==> config.mk <==
export PLATFORM = sky130hd
export DESIGN_NAME = sobel_edge_core
export DESIGN_NICKNAME = d
export VERILOG_FILES = /design/src/rtl/sobel_edge_core.sv
export SDC_FILE = /design/constraint.sdc
export NUM_CORES = 1
export LEC_CHECK = 0
export CELL_PAD_IN_SITES_DETAIL_PLACEMENT = 1
export CELL_PAD_IN_SITES_GLOBAL_PLACEMENT = 2
export CORE_MARGIN = 4
export CORE_UTILIZATION = 40
export CTS_CLUSTER_SIZE = 14
export DETAILED_ROUTE_END_ITERATION = 8
export GPL_TIMING_DRIVEN = 0
export MAX_ROUTING_LAYER = met4
export PLACE_DENSITY_LB_ADDON = 0.3
export REMOVE_ABC_BUFFERS = 1
export SLEW_MARGIN = 20
export SYNTH_ARGS = -nofsm -noshare
export SYNTH_HDL_FRONTEND = slang
export SYNTH_SLANG_ARGS = --single-unit
==> constraint.sdc <==
create_clock -name clk -period 10.9 [get_ports clk]
set_input_delay 2.18 -clock clk [delete_from_list [all_inputs] [get_ports clk]]
set_output_delay 2.18 -clock clk [all_outputs]
set_load 0.02 [all_outputs]
==> src/rtl/sobel_edge_core.sv <==
module sobel_edge_core #(
  parameter int IMG_W = 16,
  parameter int PIX_W = 8
) (
  input  logic             clk,
  input  logic             rst_n,
  input  logic             in_valid,
  input  logic             in_sof,
  input  logic [PIX_W-1:0] in_pix,
  output logic             out_valid,
  output logic [PIX_W-1:0] out_pix
);
  localparam int COL_W  = (IMG_W > 1) ? $clog2(IMG_W) : 1;
  localparam int GRAD_W = PIX_W + 3;
  localparam logic [GRAD_W-1:0] PIX_MAX = GRAD_W'((1 << PIX_W) - 1);

  logic [COL_W-1:0] col_q, cur_col;
  logic [1:0]       row_q, cur_row;
  logic [PIX_W-1:0] row_old [IMG_W];
  logic [PIX_W-1:0] row_prev [IMG_W];
  logic [PIX_W-1:0] win [3][3];
  logic             v1, ok1, v2, ok2;
  logic signed [GRAD_W-1:0] gx, gy, gx_q, gy_q;
  logic [GRAD_W-1:0] ax, ay, mag;
  logic             last_col;

  function automatic logic signed [GRAD_W-1:0] sx(input logic [PIX_W-1:0] v);
    return $signed({3'b000, v});
  endfunction

  assign cur_col  = in_sof ? '0 : col_q;
  assign cur_row  = in_sof ? 2'd0 : row_q;
  assign last_col = (int'(cur_col) == IMG_W - 1);

  always_ff @(posedge clk or negedge rst_n) begin
    if (!rst_n) begin
      col_q <= '0;
      row_q <= 2'd0;
    end else if (in_valid) begin
      if (last_col) begin
        col_q <= '0;
        row_q <= (cur_row == 2'd2) ? 2'd2 : cur_row + 2'd1;
      end else begin
        col_q <= cur_col + COL_W'(1);
        row_q <= cur_row;
      end
    end
  end

  always_ff @(posedge clk) begin
    if (in_valid) begin
      row_prev[cur_col] <= in_pix;
      row_old[cur_col]  <= row_prev[cur_col];
    end
  end

  always_ff @(posedge clk or negedge rst_n) begin
    if (!rst_n) begin
      for (int r = 0; r < 3; r++)
        for (int c = 0; c < 3; c++)
          win[r][c] <= '0;
      ok1 <= 1'b0;
      v1  <= 1'b0;
    end else begin
      v1 <= in_valid;
      if (in_valid) begin
        for (int r = 0; r < 3; r++) begin
          win[r][0] <= win[r][1];
          win[r][1] <= win[r][2];
        end
        win[0][2] <= row_old[cur_col];
        win[1][2] <= row_prev[cur_col];
        win[2][2] <= in_pix;
        ok1 <= (cur_row == 2'd2) && (int'(cur_col) >= 2);
      end
    end
  end

  assign gx = (sx(win[0][2]) + (sx(win[1][2]) <<< 1) + sx(win[2][2]))
            - (sx(win[0][0]) + (sx(win[1][0]) <<< 1) + sx(win[2][0]));
  assign gy = (sx(win[2][0]) + (sx(win[2][1]) <<< 1) + sx(win[2][2]))
            - (sx(win[0][0]) + (sx(win[0][1]) <<< 1) + sx(win[0][2]));

  always_ff @(posedge clk or negedge rst_n) begin
    if (!rst_n) begin
      v2   <= 1'b0;
      ok2  <= 1'b0;
      gx_q <= '0;
      gy_q <= '0;
    end else begin
      v2 <= v1;
      if (v1) begin
        ok2  <= ok1;
        gx_q <= gx;
        gy_q <= gy;
      end
    end
  end

  assign ax  = gx_q[GRAD_W-1] ? $unsigned(-gx_q) : $unsigned(gx_q);
  assign ay  = gy_q[GRAD_W-1] ? $unsigned(-gy_q) : $unsigned(gy_q);
  assign mag = ax + ay;

  always_ff @(posedge clk or negedge rst_n) begin
    if (!rst_n) begin
      out_valid <= 1'b0;
      out_pix   <= '0;
    end else begin
      out_valid <= v2;
      if (v2)
        out_pix <= !ok2 ? '0 : (mag > PIX_MAX) ? PIX_MAX[PIX_W-1:0] : mag[PIX_W-1:0];
    end
  end
endmodule


==> metrics.txt, run 1 <==
FF+latch area=10500 µm²; unrepaired setup endpoints after global routing=no; async set or reset register ratio after synthesis=30.6%; drt total wl=40.6 mm; FP Rows=76; fin crit share=52.0%; RR Startpoint=win[2]; count of non-filler cells in the finished layout=1896; power density of the placed cells=352 nW/µm²; first-pass GRT wire length=64.7 mm; maximum number of pins on one net before global-route repair=87; total clock buffers created by CTS=43; Most used DFF post-synth=sky130_fd_sc_hd__edfxtp_1; Initial DRT Pass Iterations=5; final total negative setup slack=0 ns; Hold Violations, Final=0; run status=finished clean; power after layout=7.05 mW; worst slew pin tran=1.12 ns; area of the core region=43400 µm²; Post-Synth Simple-Gate Area=6.37%; Clk Tree Root Cell=sky130_fd_sc_hd__clkbuf_16; leakage dissipation=7.62 nW; share of layout cells above drive strength 1=14.3%; number of setup buffers added after CTS=0; routability congestion estimate=0.735; Relative slew margins=25.1%; largest clock skew in the final design=0.0163 ns; # port buffers=20; Hold Path Class=reg -> reg; instance count along the most critical hold path=2; combined area of the multi-input logic cells=6640 µm²; min Tclk post-route=5.67 ns; Compound-Gate Fraction of Synth Area=9.53%; Die H=218 µm; CTS max path bufs=3; final count of negative-setup-slack endpoints=0; R2R cell count=12; multiplexer fraction of the synthesized cell area=9.38%; H-Tree Depth=2; Post-route DRC=0; most frequent standard cell in the layout excluding fill and tap cells=sky130_fd_sc_hd__edfxtp_1; CP Data Arrival Time=6.11 ns; synthesized area divided by synthesized cell count=14.0 µm²; IO Pins=21; utilization after layout=46.2%; post-placement cell area=18700 µm²; maximum operating frequency=176 MHz; number of fill cells=4356; number of standard cells after synthesis=1265; adder-cell share of the synthesized area=10.1%; Num Clock Sinks=369; Initial DRC Count=620; kind of end point of the critical path=flop; post-CTS resize count=0; Post-CTS Hold Buffers=0; worst hold endpoint=win[47]; fraction of synthesized cell area in xor and xnor cells=1.49%; effective utilization at floorplan=40.7%; total grt overflow=0; Die W=218 µm; worst setup slack before clock tree synthesis=4.68 ns; Ant. Diodes=0; worst hold slack across all endpoints=0.493 ns; commonest cells after routing, fill and taps aside=256 x sky130_fd_sc_hd__edfxtp_1, 112 x sky130_fd_sc_hd__dfrtp_1, 89 x sky130_fd_sc_hd__inv_1; fin nets=1397; worst setup margin=5.23 ns; register bit total from synthesis=369; Overall Global Routing Usage=18.1%; library cells used by synthesis=64; setup slack of the worst register-to-register path=6.97 ns; number of nets with antenna violations after detailed routing=0; clock tree from TritonCTS=done; clock transition at the registers of the reported paths=0.06 ns; Synthesis Warnings=0; reported max-cap violation count=0; cell area after technology mapping=17700 µm²; startpoint of the worst hold path=win[39]; Placed Instances=1820; top fanout value on the critical path=67; HPWL Detailed=25.2 mm; Slew Viols, Final=0; WL per Instance=21.4 µm; Die Footprint=47600 µm²; peak ir drop on the vdd network=0.222 mV; Setup Crit Path Kind=in -> reg; number of antenna violations at the first check in global routing=0; Skew-Pair Late Insertion Delay=0.56 ns; vias in the first global route=11100; sequential cell area fraction in the yosys report=59.5%; area grow syn2layout=13.4%; dominant combinational cell family by area after synthesis=adder cells; count of flip-flops with a built-in enable after synthesis=256; critical path required time=11.34 ns; Final Cell Area=20000 µm²; vias per cell=5.36; launching element type of the critical path=input pin; worst reg2reg endpoint=gx_q[8]; vias after detailed routing=10200
## per-layer routing
layer  routed length (µm)  vias to the layer above  global-route usage [%]
met5                    0                        -                       -
met2                19500                      112                    29.5
met4                  769                        0                    4.19
met1                19100                     5302                    24.1
li1                     -                     4691                       -
met3                 1250                       57                    2.74
## Yosys cell counts, types with 3 or more instances
cell type / instances / area [µm²]
sky130_fd_sc_hd__edfxtp_1: 256 / 7690
sky130_fd_sc_hd__dfrtp_1: 113 / 2830
sky130_fd_sc_hd__inv_1: 89 / 334
sky130_fd_sc_hd__a211oi_1: 86 / 646
sky130_fd_sc_hd__mux2i_1: 65 / 651
sky130_fd_sc_hd__fa_1: 63 / 1260
sky130_fd_sc_hd__mux2_2: 63 / 709
sky130_fd_sc_hd__a21oi_1: 59 / 295
sky130_fd_sc_hd__and2_1: 49 / 307
sky130_fd_sc_hd__nor2_1: 49 / 184
sky130_fd_sc_hd__ha_1: 42 / 526
sky130_fd_sc_hd__nand2_1: 37 / 139
sky130_fd_sc_hd__clkbuf_1: 31 / 116
sky130_fd_sc_hd__xnor2_1: 27 / 236
sky130_fd_sc_hd__mux2_4: 19 / 285
sky130_fd_sc_hd__o21ai_0: 17 / 85.1
sky130_fd_sc_hd__buf_2: 16 / 80.1
sky130_fd_sc_hd__nor2b_1: 14 / 87.6
sky130_fd_sc_hd__o21ai_1: 14 / 70.1
sky130_fd_sc_hd__nand3_1: 10 / 50.1
sky130_fd_sc_hd__nor3_1: 10 / 50.1
sky130_fd_sc_hd__nor4_1: 10 / 62.6
sky130_fd_sc_hd__o31ai_1: 10 / 75.1
sky130_fd_sc_hd__a21o_1: 9 / 67.6
sky130_fd_sc_hd__o22ai_1: 9 / 56.3
sky130_fd_sc_hd__a221o_1: 8 / 80.1
sky130_fd_sc_hd__buf_1: 8 / 30.0
sky130_fd_sc_hd__nand2b_1: 7 / 43.8
sky130_fd_sc_hd__nor3b_1: 7 / 52.6
sky130_fd_sc_hd__o21a_1: 5 / 37.5
sky130_fd_sc_hd__nand4_1: 4 / 25.0
sky130_fd_sc_hd__a2111oi_0: 3 / 26.3
sky130_fd_sc_hd__a21oi_2: 3 / 26.3
sky130_fd_sc_hd__and3_1: 3 / 18.8
sky130_fd_sc_hd__inv_2: 3 / 11.3
sky130_fd_sc_hd__o211ai_1: 3 / 22.5
sky130_fd_sc_hd__xor2_1: 3 / 26.3
## cell type report
| type | instances | share of cell area, % |
|---|---|---|
| timing repair buffer | 30 | 2.09 |
| inverter | 93 | 1.77 |
| clock buffer | 54 | 5.68 |
| sequential | 369 | 52.5 |
| clock inverter | 22 | 1.12 |
| multi-input combinational | 743 | 33.1 |
| tap | 585 | 3.66 |
## registers in the layout, summed over array words and instances (netlist names)
| register | cells |
|---|---|
| gx_q | 11 |
| win | 72 |
| row_q | 2 |
| col_q | 4 |
| row_old | 128 |
| ok1 | 1 |
| gy_q | 11 |
| out_pix | 8 |
| row_prev | 128 |
| ok2 | 1 |
| out_valid | 1 |
| v1 | 1 |
| v2 | 1 |
## power breakdown
part           internal [mW]  leakage, nW  switching [mW]
Clock                  0.834        0.666           0.568
Sequential              1.73         3.67           0.168
Combinational           1.68         3.28            2.06
## cells by family (layout without fill, tap and decap cells)
kind of cell    count (synthesis)  count (layout)
compound gates                248             248
xor+xnor                       30              30
fa+ha+maj                     105             105
buf+inv                       153             199
flops                         369             369
mux                           148             148
simple gates                  212             212
## worst max path at each step
| stage | start | end | slack [ns] | cells after the start |
|---|---|---|---|---|
| 2_1_floorplan | in_sof | row_old[15][0] | 5.45 | 5 |
| 3_3_place_gp | in_sof | row_prev[11][7] | 2.27 | 6 |
| 3_5_place_dp | in_sof | win[31] | 4.68 | 8 |
| 4_1_cts | in_sof | win[31] | 5.26 | 8 |
| 5_1_grt | in_sof | row_old[11][6] | 5.03 | 8 |
| 6_report | in_sof | win[26] | 5.23 | 8 |
## critical path, cell delays in order
cell	delay [ns]
sky130_fd_sc_hd__clkdlybuf4s50_1	0.72
sky130_fd_sc_hd__nand2b_4	0.59
sky130_fd_sc_hd__inv_4	0.88
sky130_fd_sc_hd__mux2_4	0.35
sky130_fd_sc_hd__a21oi_1	0.17
sky130_fd_sc_hd__o22ai_1	0.17
sky130_fd_sc_hd__a221o_1	0.59
sky130_fd_sc_hd__mux2_4	0.35
(Power assumes the default switching activity.)
==> run 2: changes to the inputs <==
==> constraint.sdc (replaced) <==
create_clock -name clk -period 5.4 [get_ports clk]
set_input_delay 1.08 -clock clk [delete_from_list [all_inputs] [get_ports clk]]
set_output_delay 1.08 -clock clk [all_outputs]
set_load 0.02 [all_outputs]
==> results of run 2 <==
Same layout as run 1 (identical final DEF). Status: finished clean.
Main changes from that run: setup slack after placement 4.68 ns -> 0.279 ns; clock-pin slew on the worst setup and hold paths 0.06 ns -> 0.05 ns; setup slack after layout 5.23 ns -> 0.828 ns; hold slack 0.493 ns -> 0.445 ns; register-to-register setup slack 6.97 ns -> 1.47 ns; total power 7.05 mW -> 14.2 mW; worst IR drop on VDD 0.222 mV -> 0.448 mV
